==> src/rtl/sat_pkg.sv <==
package sat_pkg;
  typedef enum logic [2:0] {
    OP_ADD_S = 3'd0,
    OP_ADD_U = 3'd1,
    OP_SUB_S = 3'd2,
    OP_SHL_S = 3'd3,
    OP_SHL_U = 3'd4
  } sat_op_e;

  localparam int unsigned OP_LAST_USED = 4;
endpackage

==> src/rtl/sat_addsub.sv <==
module sat_addsub #(
  parameter int unsigned XLEN = 32
) (
  input  logic [XLEN-1:0] a,
  input  logic [XLEN-1:0] b,
  input  logic            sub,
  input  logic            uns,
  output logic [XLEN-1:0] res
);
  localparam int unsigned W = XLEN + 1;
  localparam logic [W-1:0] UMAX_W = {1'b0, {XLEN{1'b1}}};
  localparam logic [XLEN-1:0] SMAX = {1'b0, {(XLEN-1){1'b1}}};
  localparam logic [XLEN-1:0] SMIN = {1'b1, {(XLEN-1){1'b0}}};

  logic [W-1:0] ea, eb, wide;
  logic         s_ovf;

  always_comb begin
    ea    = uns ? {1'b0, a} : {a[XLEN-1], a};
    eb    = uns ? {1'b0, b} : {b[XLEN-1], b};
    wide  = sub ? (ea - eb) : (ea + eb);
    // the widened sign disagrees with the narrow sign only when out of range
    s_ovf = wide[W-1] ^ wide[XLEN-1];
    if (uns) begin
      res = (wide > UMAX_W) ? {XLEN{1'b1}} : wide[XLEN-1:0];
    end else if (s_ovf) begin
      res = wide[W-1] ? SMIN : SMAX;
    end else begin
      res = wide[XLEN-1:0];
    end
  end
endmodule

==> src/rtl/sat_shl.sv <==
module sat_shl #(
  parameter int unsigned XLEN   = 32,
  parameter bit          SIGNED = 1'b1
) (
  input  logic [XLEN-1:0]         a,
  input  logic [$clog2(XLEN)-1:0] sh,
  output logic [XLEN-1:0]         res
);
  localparam int unsigned DW = 2 * XLEN;
  localparam logic [DW-1:0] LIM_P = {{(XLEN+1){1'b0}}, {(XLEN-1){1'b1}}};
  localparam logic [DW-1:0] LIM_N = ~LIM_P;
  localparam logic [DW-1:0] LIM_U = {{XLEN{1'b0}}, {XLEN{1'b1}}};

  logic [DW-1:0] ext, wide;

  generate
    if (SIGNED) begin : g_signed
      always_comb begin
        ext  = {{XLEN{a[XLEN-1]}}, a};
        wide = ext << sh;
        if ($signed(wide) > $signed(LIM_P))      res = LIM_P[XLEN-1:0];
        else if ($signed(wide) < $signed(LIM_N)) res = LIM_N[XLEN-1:0];
        else                                     res = wide[XLEN-1:0];
      end
    end else begin : g_unsigned
      always_comb begin
        ext  = {{XLEN{1'b0}}, a};
        wide = ext << sh;
        res  = (wide > LIM_U) ? {XLEN{1'b1}} : wide[XLEN-1:0];
      end
    end
  endgenerate
endmodule

==> src/rtl/sat_alu.sv <==
module sat_alu
  import sat_pkg::*;
#(
  parameter int unsigned XLEN    = 32,
  parameter bit          OUT_REG = 1'b1
) (
  input  logic            clk,
  input  logic            rst_n,
  input  logic [2:0]      op_i,
  input  logic [XLEN-1:0] a_i,
  input  logic [XLEN-1:0] b_i,
  output logic [XLEN-1:0] res_o
);
  localparam int unsigned SHW = $clog2(XLEN);

  logic [XLEN-1:0] as_res;
  logic [XLEN-1:0] shl_res [2];
  logic [XLEN-1:0] res_d;
  logic            as_sub, as_uns;
  logic [1:0]      rst_sync;
  logic            rst_int_n;

  // asynchronous assert, synchronous release
  always_ff @(posedge clk or negedge rst_n) begin
    if (!rst_n) rst_sync <= 2'b00;
    else        rst_sync <= {rst_sync[0], 1'b1};
  end
  assign rst_int_n = rst_sync[1];

  always_comb begin
    as_sub = (op_i == OP_SUB_S);
    as_uns = (op_i == OP_ADD_U);
  end

  sat_addsub #(.XLEN(XLEN)) u_addsub (
    .a   (a_i),
    .b   (b_i),
    .sub (as_sub),
    .uns (as_uns),
    .res (as_res)
  );

  // index 0: unsigned shifter, index 1: signed shifter
  generate
    for (genvar g = 0; g < 2; g++) begin : g_shl
      sat_shl #(.XLEN(XLEN), .SIGNED(g != 0)) u_shl (
        .a   (a_i),
        .sh  (b_i[SHW-1:0]),
        .res (shl_res[g])
      );
    end
  endgenerate

  always_comb begin
    case (op_i)
      OP_ADD_S, OP_ADD_U, OP_SUB_S: res_d = as_res;
      OP_SHL_S:                     res_d = shl_res[1];
      OP_SHL_U:                     res_d = shl_res[0];
      default:                      res_d = '0;
    endcase
  end

  generate
    if (OUT_REG) begin : g_reg
      logic [XLEN-1:0] res_q;
      always_ff @(posedge clk or negedge rst_int_n) begin
        if (!rst_int_n) res_q <= '0;
        else            res_q <= res_d;
      end
      assign res_o = res_q;
    end else begin : g_comb
      assign res_o = res_d;
    end
  endgenerate
endmodule

==> config.mk <==
export PLATFORM = sky130hd
export DESIGN_NAME = sat_alu
export DESIGN_NICKNAME = d
export VERILOG_FILES = /design/src/rtl/sat_pkg.sv /design/src/rtl/sat_addsub.sv /design/src/rtl/sat_shl.sv /design/src/rtl/sat_alu.sv
export SDC_FILE = /design/constraint.sdc
export NUM_CORES = 1
export LEC_CHECK = 0
export ABC_AREA = 0
export BUFFER_PORTS_ARGS = -buffer_cell sky130_fd_sc_hd__buf_4
export CAP_MARGIN = 0
export CORE_MARGIN = 3
export CORE_UTILIZATION = 57
export DETAILED_ROUTE_END_ITERATION = 10
export PLACE_DENSITY_LB_ADDON = 0.12
export SLEW_MARGIN = 20
export SYNTH_ARGS = -nofsm -noshare
export SYNTH_HDL_FRONTEND = slang
export SYNTH_SLANG_ARGS = --single-unit
==> constraint.sdc <==
create_clock -name clk -period 1.5 [get_ports clk]
set_input_delay 0.225 -clock clk [delete_from_list [all_inputs] [get_ports clk]]
set_output_delay 0.225 -clock clk [all_outputs]
set_load 0.1 [all_outputs]
==> metrics.md, run 1 <==
| Metric | Value |
|---|---|
| Outcome | stopped before the end |
| Stop stage | global routing (5_1_grt) |
| Run Error | [ERROR GRT-0232] Routing congestion too high. Check the congestion heatmap in the GUI. |
| Port bufs | 100 |
| Initial Util | 0.588 |
| GRT Residual Overflow | 160 |
| Placer Congestion | 1.07 |
| Average cell area after synthesis | 7.41 um^2 |
| DP Cell Count | 1682 |
| Complex-gate fraction of the synthesized area | 0.293 |
| Top FF cell, synth | dfrtp_1 |
| GRT Util Overall | 0.778 |
| Boundary Pins | 101 |
| Top cell type by total area after synthesis | mux4_2 |
| Worst setup endpoint GRT | res_o[10]$_DFF_PN0_/D |
| Die span in y | 126 um |
| Netlist Area Pre-Place | 8220 um^2 |
| Seq cells post-synth | 34 |
| EDFF count, synth | 0 |
| CTS sink cnt | 34 |
| Share of the synthesized area in the top cell type | 0.112 |
| H-tree levels | 2 |
| Sequential-to-total area share from yosys stat | 0.103 |
| Synth Area in Adders | 0.0557 |
| Gate count of the mapped netlist | 1110 |
| Die X | 126 um |
| Post-synth top cells | nand2_1 (117), nor2_1 (86), a21oi_1 (85), o21ai_0 (64), clkbuf_1 (56) |
| Yosys warns | 0 |
| Largest family of logic cells by synthesized area | compound AO/OA/AOI/OAI gates |
| Dpl hpwl | 30000 um |
| Largest net degree at the start of global routing | 60 |
| Post-synthesis mux area share | 0.188 |
| Clock Path Buffers | 2 |
| Num CTS Buffers | 5 |
| Synth async-reset ratio | 1.00 |
| Synth Area in XOR/XNOR | 0.0618 |
| Syn_nets | 1215 |
| Yosys cell types | 88 |
| Worst_ep kind | register input |
| CTS Root Cell | clkbuf_16 |
| Top cells by area, synth | mux4_2 (11%), dfrtp_1 (10%), nand2_1 (5.3%) |
| Post-synthesis simple-gate area fraction | 0.239 |
| Cell with the most instances after synthesis | nand2_1 |
| Row cnt | 43 |
[per-stage QoR]
| stage | util | TNS (ns) | setup slack [ns] | area [um^2] |
|---|---|---|---|---|
| 4_1_cts | 0.896 | -98.35 | -3.20 | 12500 |
| 3_5_place_dp | 0.846 | -115.27 | -3.78 | 11800 |
| 3_3_place_gp | 0.846 | -107.60 | -3.48 | 11800 |
| 2_1_floorplan | - | -131.71 | -4.29 | 8510 |
[metal layers]
metal  GRT overflow  GRT usage
met1              3      0.779
met2             84      0.952
met3              2      0.602
met4             71      0.807
met5              0      0.201
[kinds of logic after synthesis]
| logic type | Yosys count |
|---|---|
| AND/OR/NAND/NOR | 399 |
| AO/OA/AOI/OAI | 372 |
| buffers and inverters | 110 |
| multiplexers | 100 |
| XOR/XNOR | 58 |
| adder cells (fa/ha/maj) | 36 |
| flip-flops | 34 |
| other | 1 |
[repair_timing]
action | in CTS
resized for setup | 89
hold buffers | 1
pin swaps | 56
setup endpoints to repair | 32
setup buffers | 21
endpoints found under the hold margin | 2
==> inputs of run 2 (changes only) <==
CORE_UTILIZATION = 40   (was 57)
PLACE_DENSITY_LB_ADDON = 0.15   (was 0.12)
==> run 2 against run 1 <==
The flow now finishes, with violations (setup timing). Synthesized area unchanged. Synthesized cell count did not move.
==> metrics.md, run 2 <==
| Metric | Value |
|---|---|
| Average cell area after synthesis | 7.41 um^2 (unchanged) |
| Dpl hpwl | 31000 um (+3.1%) |
| Total Die Area | 22300 um^2 |
| R2R cell count | 1 |
| Yosys cell types | 88 (unchanged) |
| Max Fclk | 0.215 GHz |
| Worst setup path start | b_i[4] |
| Worst-Skew Late Latency | 0.28 ns |
| Num CTS Buffers | 5 (unchanged) |
| Crit path buffers/inverters | 2 |
| Netlist Area Pre-Place | 8220 um^2 (unchanged) |
| Die span in y | 149 um (+18%) |
| Layout Skew | 0.00567 ns |
| Failing checks | setup timing |
| Clock Path Buffers | 2 (unchanged) |
| Final hold vios | 0 |
| Peak VDD IR | 0.671 mV |
| Sequential-to-total area share from yosys stat | 0.103 (unchanged) |
| DRT iter0 DRCs | 972 |
| First-pass GRT wire length | 58600 um |
| Cell with the most instances after synthesis | nand2_1 |
| CTS Root Cell | clkbuf_16 |
| Worst R2R Setup Slack | 0.96 ns |
| CP arrival | 4.80 ns |
| Final Instance Area | 12700 um^2 |
| CP max FO | 6 |
| Layout cells sized above 1 | 0.426 |
| Yosys warns | 0 (unchanged) |
| P&R area growth vs syn | 54.8% |
| Initial antenna violation count | 0 |
| Share of the synthesized area in the top cell type | 0.112 (unchanged) |
| DRC errors left | 0 |
| Synth async-reset ratio | 1.00 (unchanged) |
| Initial Util | 0.414 (-0.174) |
| EDFF count, synth | 0 (unchanged) |
| Crit end category | flip-flop |
| Outcome | complete, but fails checks |
| Max-slew headroom | 0.611 |
| Layout net count | 1651 |
| Max Cap Violations | 0 |
| Boundary Pins | 101 (unchanged) |
| Drt pass-1 iters | 5 |
| H-tree levels | 2 (unchanged) |
| Core area | 19800 um^2 |
| WL final | 38100 um |
| Worst-path clk slew | 0.05 ns |
| Hold WC Path Type | reg -> async |
| Kind of critical path | in -> reg |
| Largest net degree at the start of global routing | 65 |
| Vias in the first global route | 10200 |
| Worst path depth | 25 |
| Max reg flops | 32 |
| Seq cells post-synth | 34 (unchanged) |
| Commonest non-fill, non-tap cells in the layout | buf_4 (496), nand2_1 (114), a21oi_1 (80), nor2_1 (77), o21ai_0 (53) |
| Port bufs | 100 (unchanged) |
| Via Count | 10900 |
| WL per Instance | 21.1 um |
| Top FF cell, synth | dfrtp_1 |
| Fillers | 1825 |
| Unrepaired setup endpoints after global routing | true |
| Row cnt | 51 (+19%) |
| Slew Viols, Final | 0 |
| CTS tree | built |
| Worst r2r src | rst_sync[1] |
| # diodes | 0 |
| Required time worst endpoint | 1.64 ns |
| Setup WS post-layout | -3.16 ns |
| Syn_nets | 1215 (unchanged) |
| Setup Viol. Count Final | 32 |
| Gate count of the mapped netlist | 1110 (unchanged) |
| Max incr delay on CP | 0.41 ns |
| Antenna-violating nets left | 0 |
| Minimum clock period | 4.66 ns |
| Top cells by area, synth | mux4_2 (11%), dfrtp_1 (10%), nand2_1 (5.3%) |
| PwrDens | 816 nW/um^2 |
| Worst-Margin Slew | 0.570 ns |
| Instance area at placement | 12200 um^2 (+2.8%) |
| GRT Residual Overflow | 0 |
| Setup crit start kind | input port |
| Placer Congestion | 1.01 (-5.5%) |
| Crit-path leading delay family | simple AND/OR/NAND/NOR gates |
| Commonest non-fill, non-tap cell in the layout | buf_4 |
| Pre-CTS WS | -3.66 ns (+0.116 ns) |
| Worst path slowest cell | or3b_4 |
| GRT Util Overall | 0.334 |
| CTS sink cnt | 34 (unchanged) |
| End point of the critical path | res_o[11] |
| Vias per cell | 6.01 |
| R2R Path End | res_o[16] |
| Die X | 149 um (+18%) |
| Post-synth top cells | nand2_1 (117), nor2_1 (86), a21oi_1 (85), o21ai_0 (64), clkbuf_1 (56) |
| Period utilization | 3.11 |
| Pleak | 5.72 nW |
| Top cell type by total area after synthesis | mux4_2 |
run 2: cell counts after synthesis:
No cell type changed its count.
run 2: worst min-delay path by stage:
stage | start | end | slack [ns] | depth (start not counted)
after detailed placement | rst_n | rst_sync[1] | 0.01 | 1
after floorplan | rst_n | rst_sync[0] | -0.07 | 0
after CTS | rst_n | rst_sync[0] | 0.27 | 2
after global routing | rst_n | rst_sync[1] | 0.28 | 2
final | rst_sync[1] | res_o[18] | 0.27 | 1
after global placement | rst_n | rst_sync[1] | 0.007 | 1
run 2: cell families after synthesis:
family / share of synthesized area
and+or+nand+nor: 0.239
AOI/OAI and AO/OA: 0.293
buffers and inverters: 0.0586
muxes: 0.188
xor gates and xnor gates: 0.0618
adders and majority gates: 0.0557
DFF: 0.103
other: 0.000456
run 2: what timing repair did:
| item | in CTS | in global routing |
|---|---|---|
| resized for setup | 47 | 30 |
| pin swaps | 33 | 9 |
| hold buffers | 1 | 0 |
| endpoints found under the setup margin | 32 | 32 |
| hold endpoints to repair | 2 | 0 |
| buffers inserted | 7 | 4 |
| cloned | 1 | 0 |
run 2: layer usage:
| layer | GRT usage | vias up | wire length [um] |
|---|---|---|---|
| met4 | 0.0888 | 0 | 1280 |
| met5 | 0 | - | 0 |
| met1 | 0.480 | 5141 | 16900 |
| met2 | 0.516 | 556 | 16600 |
| li1 | - | 5101 | - |
| met3 | 0.0614 | 84 | 3400 |
run 2: power by group:
group | leakage, nW | internal, mW | switching [mW] | total (mW)
logic | 5.23 | 3.46 | 4.82 | 8.28
clock network | 0.0694 | 0.598 | 0.353 | 0.951
registers | 0.420 | 1.10 | 0.0622 | 1.16
total | 5.72 | 5.16 | 5.23 | 10.4
run 2: layout make-up:
class / count / area [um^2] / share of cell area
clock buffer: 5 / 125 / 0.00983
clock inverter: 2 / 10.0 / 0.000786
inverter: 25 / 96.3 / 0.00757
multi-input combinational: 966 / 7320 / 0.575
sequential: 34 / 851 / 0.0668
tap: 265 / 332 / 0.0260
timing repair buffer: 514 / 4000 / 0.314
run 2: metrics by stage:
stage,util,TNS [ns],hold WS (ns),cells,total power [mW]
after floorplan,-,-131.71,-0.0706,1110,5.63
after global placement,0.613,-108.35,0.00732,1791,8.87
after detailed placement,0.613,-112.65,0.0105,1791,8.90
after CTS,0.632,-96.60,0.269,1807,10.1
after global routing,0.642,-104.58,0.280,1811,10.9
final,0.642,-97.52,0.265,1811,10.4
(Power assumes the default switching activity.)
==> inputs of run 3 (changes only) <==
--- a/config.mk
+++ b/config.mk
@@ -9,3 +9,2 @@
 export BUFFER_PORTS_ARGS = -buffer_cell sky130_fd_sc_hd__buf_4
-export CAP_MARGIN = 0
 export CORE_MARGIN = 3
@@ -13,3 +12,2 @@
 export DETAILED_ROUTE_END_ITERATION = 10
-export PLACE_DENSITY_LB_ADDON = 0.15
 export SLEW_MARGIN = 20
--- a/constraint.sdc
+++ b/constraint.sdc
@@ -3,2 +3,2 @@
 set_output_delay 0.225 -clock clk [all_outputs]
-set_load 0.1 [all_outputs]
+set_load 0.005 [all_outputs]
==> run 3 against run 2 <==
Clock power is 9% higher. Routed wire length is 2.2% higher. The run still ends with setup timing left. Highest routed layer unchanged. Via count hardly changed. Setup slack better by 0.054 ns. Clock-buffer cell count is 1 higher. Global-route usage is 0.62 points higher. Non-clock buffer count is 7 lower. Cell count is 0.33% lower. Worst hold slack worse by 0.0032 ns. Fmax is 1.2% higher.
==> metrics.md, run 3 (synthesized netlist as in run 2, its figures left out) <==
| Metric | Value |
|---|---|
| Unrepaired setup endpoints after global routing | true |
| Die X | 149 um (unchanged) |
| DRC errors left | 0 (unchanged) |
| Outcome | complete, but fails checks |
| Layout Skew | 0.00690 ns (+0.00123 ns) |
| Worst-Margin Slew | 0.802 ns (+0.232 ns) |
| Via Count | 10900 (+0.074%) |
| Slew Viols, Final | 0 (unchanged) |
| Worst path slowest cell | or3b_4 |
| Pleak | 5.72 nW (about the same) |
| Crit end category | flip-flop |
| Total Die Area | 22300 um^2 (unchanged) |
| Port bufs | 100 (unchanged) |
| Switch share | 0.432 (-0.0717) |
| Minimum clock period | 4.61 ns (-0.0544 ns) |
| Post-Layout Cell Count | 1805 (-0.33%) |
| Max incr delay on CP | 0.40 ns (about the same) |
| Die span in y | 149 um (unchanged) |
| Initial Util | 0.414 (unchanged) |
| Antenna-violating nets left | 0 (unchanged) |
| Max Cap Violations | 0 (unchanged) |
| Clock Path Buffers | 2 (unchanged) |
| CTS tree | built |
| Vias per cell | 6.03 (+0.41%) |
| DP Cell Count | 1782 (-0.50%) |
| GRT Util Overall | 0.340 (+0.00616) |
| CTS Root Cell | clkbuf_16 |
| Crit path buffers/inverters | 4 (+2) |
| CTS sink cnt | 34 (unchanged) |
| PwrDens | 715 nW/um^2 (-12%) |
| WL final | 39000 um (+2.2%) |
| CP arrival | 4.74 ns (-0.06 ns) |
| Combinational Power Share | 0.759 (-0.038) |
| Setup crit start kind | input port |
| Commonest non-fill, non-tap cells in the layout | buf_4 (488), nand2_1 (110), a21oi_1 (77), nor2_1 (75), o21ai_1 (53) |
| Row cnt | 51 (unchanged) |
| Max-slew headroom | 0.462 (-0.148) |
| Setup WS post-layout | -3.11 ns (+0.0544 ns) |
| Peak VDD IR | 0.424 mV (-37%) |
| Psw | 3.95 mW (-24%) |
| Drt pass-1 iters | 7 (+2) |
| Largest net degree at the start of global routing | 76 (+17%) |
| Worst-path clk slew | 0.06 ns (about the same) |
| Sequential fraction of design power | 0.127 (+0.015) |
| GRT Residual Overflow | 0 (unchanged) |
| DRT iter0 DRCs | 1178 (+21%) |
| Max Fclk | 0.217 GHz (+1.2%) |
| First-pass GRT wire length | 59100 um (+0.93%) |
| Core area | 19800 um^2 (unchanged) |
| Int Power | 5.20 mW (+0.83%) |
| Hold WC Path Type | reg -> async |
| # diodes | 0 (unchanged) |
| Vias in the first global route | 10300 (+0.83%) |
| Final hold vios | 0 (unchanged) |
| Clock power frac | 0.114 (+0.023) |
| P&R area growth vs syn | 55.8% |
| Layout net count | 1644 (-0.42%) |
| H-tree levels | 2 (unchanged) |
| Setup Viol. Count Final | 32 (unchanged) |
| Crit-path leading delay family | simple AND/OR/NAND/NOR gates |
| Layout cells sized above 1 | 0.437 (+0.0114) |
| Period utilization | 3.07 (-0.0363) |
| Worst-Skew Late Latency | 0.28 ns (about the same) |
| Failing checks | setup timing |
| Required time worst endpoint | 1.63 ns (about the same) |
| Pre-CTS WS | -3.56 ns (+0.100 ns) |
| WL per Instance | 21.6 um (+2.5%) |
| CP max FO | 4 (-2) |
| Max reg flops | 32 (unchanged) |
| Worst hold margin | 0.262 ns (-0.00318 ns) |
| Num CTS Buffers | 5 (unchanged) |
| Boundary Pins | 101 (unchanged) |
| Placer Congestion | 1.04 (+2.8%) |
| Dpl hpwl | 31200 um (+0.73%) |
| Initial antenna violation count | 0 (unchanged) |
| Commonest non-fill, non-tap cell in the layout | buf_4 |
| Design Power | 9.16 mW (-12%) |
| Kind of critical path | in -> reg |
| TNS Setup | -96.08 ns (+1.45 ns) |
[run 3: changes by cell type in the layout (fill, tap and decap cells not counted), sizes merged]
cell      previous run  this run
clkbuf               5         6
clkinvlp             0         1
clkinv               2         1
buf                513       506
[run 3: path summary, 6_finish.rpt]
path / from / endpoint / slack [ns] / depth (start not counted)
max in group asynchronous: rst_sync[1] / res_o[2] / 0.93 / 1
setup / recovery: b_i[0] / res_o[11] / -3.11 / 26
hold reg to reg: rst_sync[1] / res_o[25] / 0.26 / 1
hold / removal: rst_sync[1] / res_o[25] / 0.26 / 1
setup reg to reg: rst_sync[1] / res_o[2] / 0.93 / 1
min in group clk: rst_sync[0] / rst_sync[1] / 0.35 / 0
[run 3: cell type report]
| cell class | count | area, um^2 |
|---|---|---|
| Inverter | 25 | 98.8 |
| Fill cell | 1796 | 7030 |
| Sequential cell | 34 | 851 |
| Timing Repair Buffer | 507 | 3930 |
| Clock inverter | 2 | 12.5 |
| Tap cell | 265 | 332 |
| Clock buffer | 6 | 139 |
| Multi-Input combinational cell | 966 | 7450 |
[run 3: repair_timing]
item                                   in CTS  in global routing
gates resized for setup                    51                 63
hold buffers                                1                  0
gates cloned                                0                  0
endpoints found under the hold margin       2                  0
pin swaps                                  25                 33
buffers inserted                            7                  8
setup endpoints to repair                  32                 32
[run 3: metrics by stage]
stage | area [um^2] | utilization
4_1_cts | 12500 | 0.629
3_3_place_gp | 12100 | 0.609
3_5_place_dp | 12100 | 0.609
5_1_grt | 12800 | 0.646
6_report | 12800 | 0.646
2_1_floorplan | 8510 | -
[run 3: per-layer routing]
| layer | wire, um | global-route usage | share of wire | up-vias |
|---|---|---|---|---|
| li1 | - | - | - | 5092 |
| met1 | 16800 | 0.488 | 0.43 | 5137 |
| met2 | 16700 | 0.510 | 0.43 | 582 |
| met3 | 3810 | 0.0705 | 0.098 | 79 |
| met4 | 1560 | 0.110 | 0.040 | 0 |
| met5 | 0 | 0 | 0 | - |
[run 3: power groups by stage]
stage          clock network, mW  logic [mW]  registers (mW)
4_1_cts                     1.05        6.60            1.17
3_3_place_gp                   0        6.32            1.18
5_1_grt                     1.10        7.41            1.18
6_report                    1.04        6.95            1.17
2_1_floorplan                  0        3.09            1.20
3_5_place_dp                   0        6.35            1.18
==> inputs of run 4 (changes only) <==
==> constraint.sdc (replaced) <==
create_clock -name clk -period 1.5 [get_ports clk]
set_input_delay 0.3 -clock clk [delete_from_list [all_inputs] [get_ports clk]]
set_output_delay 0.3 -clock clk [all_outputs]
set_load 0.005 [all_outputs]
==> run 4 against run 3 <==
The flow still finishes with violations (setup timing). Clock skew is 0.0032 ns lower. Combinational power is 0.9% higher. Cell area is 1.0% higher. Global-route usage is 0.41 points lower. First-iteration DRC count is 8.6% higher. Worst hold slack better by 0.0039 ns. Sequential share of layout area is 0.066 points lower. Critical path depth is 2 lower. Clock power is 29% higher. Fmax is 1.6% lower. Critical path type unchanged. Critical endpoint is now res_o[19]. Highest routed layer unchanged.
==> metrics.md, run 4 (synthesized netlist as in run 2, its figures left out) <==
| Metric | Value |
|---|---|
| Largest net degree at the start of global routing | 55 (-28%) |
| Setup crit start kind | input port |
| Vias per cell | 6.07 (+0.59%) |
| Vias in the first global route | 10200 (-1.2%) |
| Worst-Margin Slew | 0.727 ns (-0.0741 ns) |
| Failing checks | setup timing |
| Final hold vios | 0 (unchanged) |
| Worst-path clk slew | 0.06 ns (about the same) |
| Boundary Pins | 101 (unchanged) |
| Dpl hpwl | 31000 um (-0.49%) |
| Max-slew headroom | 0.512 (+0.0497) |
| Row cnt | 51 (unchanged) |
| DRT iter0 DRCs | 1279 (+8.6%) |
| Worst-Skew Late Latency | 0.28 ns (about the same) |
| Commonest non-fill, non-tap cells in the layout | buf_4 (486), nand2_1 (111), nor2_1 (77), a21oi_1 (73) |
| Met3 wire length | 3580 um (-6.1%) |
| Layout Skew | 0.00374 ns (-0.00316 ns) |
| Kind of critical path | in -> reg |
| DRC errors left | 0 (unchanged) |
| CP arrival | 4.88 ns (+0.14 ns) |
| Placer Congestion | 1.03 (-0.90%) |
| Slew Viols, Final | 0 (unchanged) |
| Initial Util | 0.414 (unchanged) |
| WL per Instance | 21.4 um (-0.93%) |
| DP Cell Count | 1770 (-0.67%) |
| Required time worst endpoint | 1.70 ns (+0.07 ns) |
| CTS Root Cell | clkbuf_16 |
| CP max FO | 8 (+4) |
| Hold WC Path Type | reg -> async |
| Max reg flops | 32 (unchanged) |
| Initial antenna violation count | 0 (unchanged) |
| Clock Path Buffers | 2 (unchanged) |
| Core area | 19800 um^2 (unchanged) |
| Crit end category | flip-flop |
| Via Count | 11000 (+0.70%) |
| WL met1 | 16800 um (-0.31%) |
| Die span in y | 149 um (unchanged) |
| Post-Layout Cell Count | 1807 (+0.11%) |
| Worst path slowest cell | or3b_4 |
| Port bufs | 100 (unchanged) |
| CP cell instances | buf_8 > buf_6 > nor4_4 > nand2_1 > o31ai_2 > xor2_1 > ha_1 > and4_1 > or3b_4 > a211oi_2 > nor3_2 > o221a_4 > o2111ai_4 > o31ai_4 > or2_4 > ha_4 > or2_4 > a2111oi_4 > a41o_1 > nor2_2 > a31oi_4 > buf_6 > nor2_1 > o21ai_1 |
| WL final | 38600 um (-0.82%) |
| Drt pass-1 iters | 5 (-2) |
| CTS sink cnt | 34 (unchanged) |
| Crit-path leading delay family | simple AND/OR/NAND/NOR gates |
| Setup Viol. Count Final | 32 (unchanged) |
| GRT Util Overall | 0.336 (-0.00411) |
| Top Layer Used | met4 |
| Max incr delay on CP | 0.39 ns (about the same) |
| P&R area growth vs syn | 57.4% |
| Layout net count | 1646 (+0.12%) |
| Outcome | complete, but fails checks |
| Die X | 149 um (unchanged) |
| Antenna-violating nets left | 0 (unchanged) |
| Setup WS post-layout | -3.18 ns (-0.0762 ns) |
| First-pass GRT wire length | 58800 um (-0.47%) |
| Unrepaired setup endpoints after global routing | true |
| Num CTS Buffers | 5 (unchanged) |
| PwrDens | 736 nW/um^2 (+2.9%) |
| Total Die Area | 22300 um^2 (unchanged) |
| Worst r2r src | rst_sync[1] |
| Peak VDD IR | 0.477 mV (+13%) |
| Pleak | 5.78 nW (+1.0%) |
| Max Fclk | 0.214 GHz (-1.6%) |
| # diodes | 0 (unchanged) |
| Worst setup path start | b_i[0] |
| Commonest non-fill, non-tap cell in the layout | buf_4 |
| Crit path buffers/inverters | 3 (-1) |
| Layout cells sized above 1 | 0.440 (+0.00268) |
| CTS tree | built |
| H-tree levels | 2 (unchanged) |
| Period utilization | 3.12 (+0.0508) |
| Minimum clock period | 4.68 ns (+0.0762 ns) |
| Routed wl met2 | 17200 um (+2.7%) |
| Design Power | 9.52 mW (+4.0%) |
| Max Cap Violations | 0 (unchanged) |
| GRT Residual Overflow | 0 (unchanged) |
## run 4: cell count changes in the layout (fill, tap and decap cells not counted), sizes merged
cell      delta
buf          +2
bufinv       +2
clkbuf       -1
clkinvlp     -1
## run 4: worst paths after layout
kind	endpoint	cells past startpoint	slack, ns
min in group clk	rst_sync[1]	0	0.35
setup / recovery	res_o[19]	24	-3.18
setup reg to reg	res_o[15]	1	0.95
max in group asynchronous	res_o[15]	1	0.95
hold / removal	res_o[27]	1	0.27
hold reg to reg	res_o[27]	1	0.27
## run 4: power by group
part	total [mW]	internal, mW	leakage (nW)	switching (mW)
Clock	1.34	0.954	0.0940	0.388
Combinational	7.01	3.51	5.27	3.51
Sequential	1.16	1.10	0.420	0.0621
## run 4: layout make-up
cell class                      instances  area, um^2
Timing Repair Buffer                  509        3990
Fill cell                            1773        6900
Tap cell                              265         332
Inverter                               25        98.8
Clock buffer                            5         125
Multi-Input combinational cell        966        7470
Clock inverter                          3        68.8
Sequential cell                        34         851
## run 4: metal layers
metal	up-vias	global-route usage
met5	-	0
met2	589	0.522
met3	73	0.0444
li1	5094	-
met1	5210	0.496
met4	0	0.0760
## run 4: per-stage QoR
step | utilization | worst slack (ns) | setup TNS [ns] | hold WS (ns) | area [um^2]
global placement | 0.605 | -3.59 | -111.95 | 0.0824 | 12000
finish | 0.652 | -3.18 | -98.27 | 0.266 | 12900
detailed placement | 0.605 | -3.63 | -112.63 | 0.0845 | 12000
floorplan | - | -4.36 | -134.11 | 0.00441 | 8510
global route | 0.652 | -3.35 | -103.30 | 0.317 | 12900
CTS | 0.638 | -3.09 | -96.02 | 0.280 | 12700
## run 4: what timing repair did
item / 4_1_cts / 5_1_grt
endpoints found under the hold margin: 2 / 0
cloned: 0 / 0
gates resized for setup: 74 / 45
pin swaps: 41 / 30
endpoints found under the setup margin: 32 / 32
hold buffers: 1 / 0
buffers inserted: 24 / 6
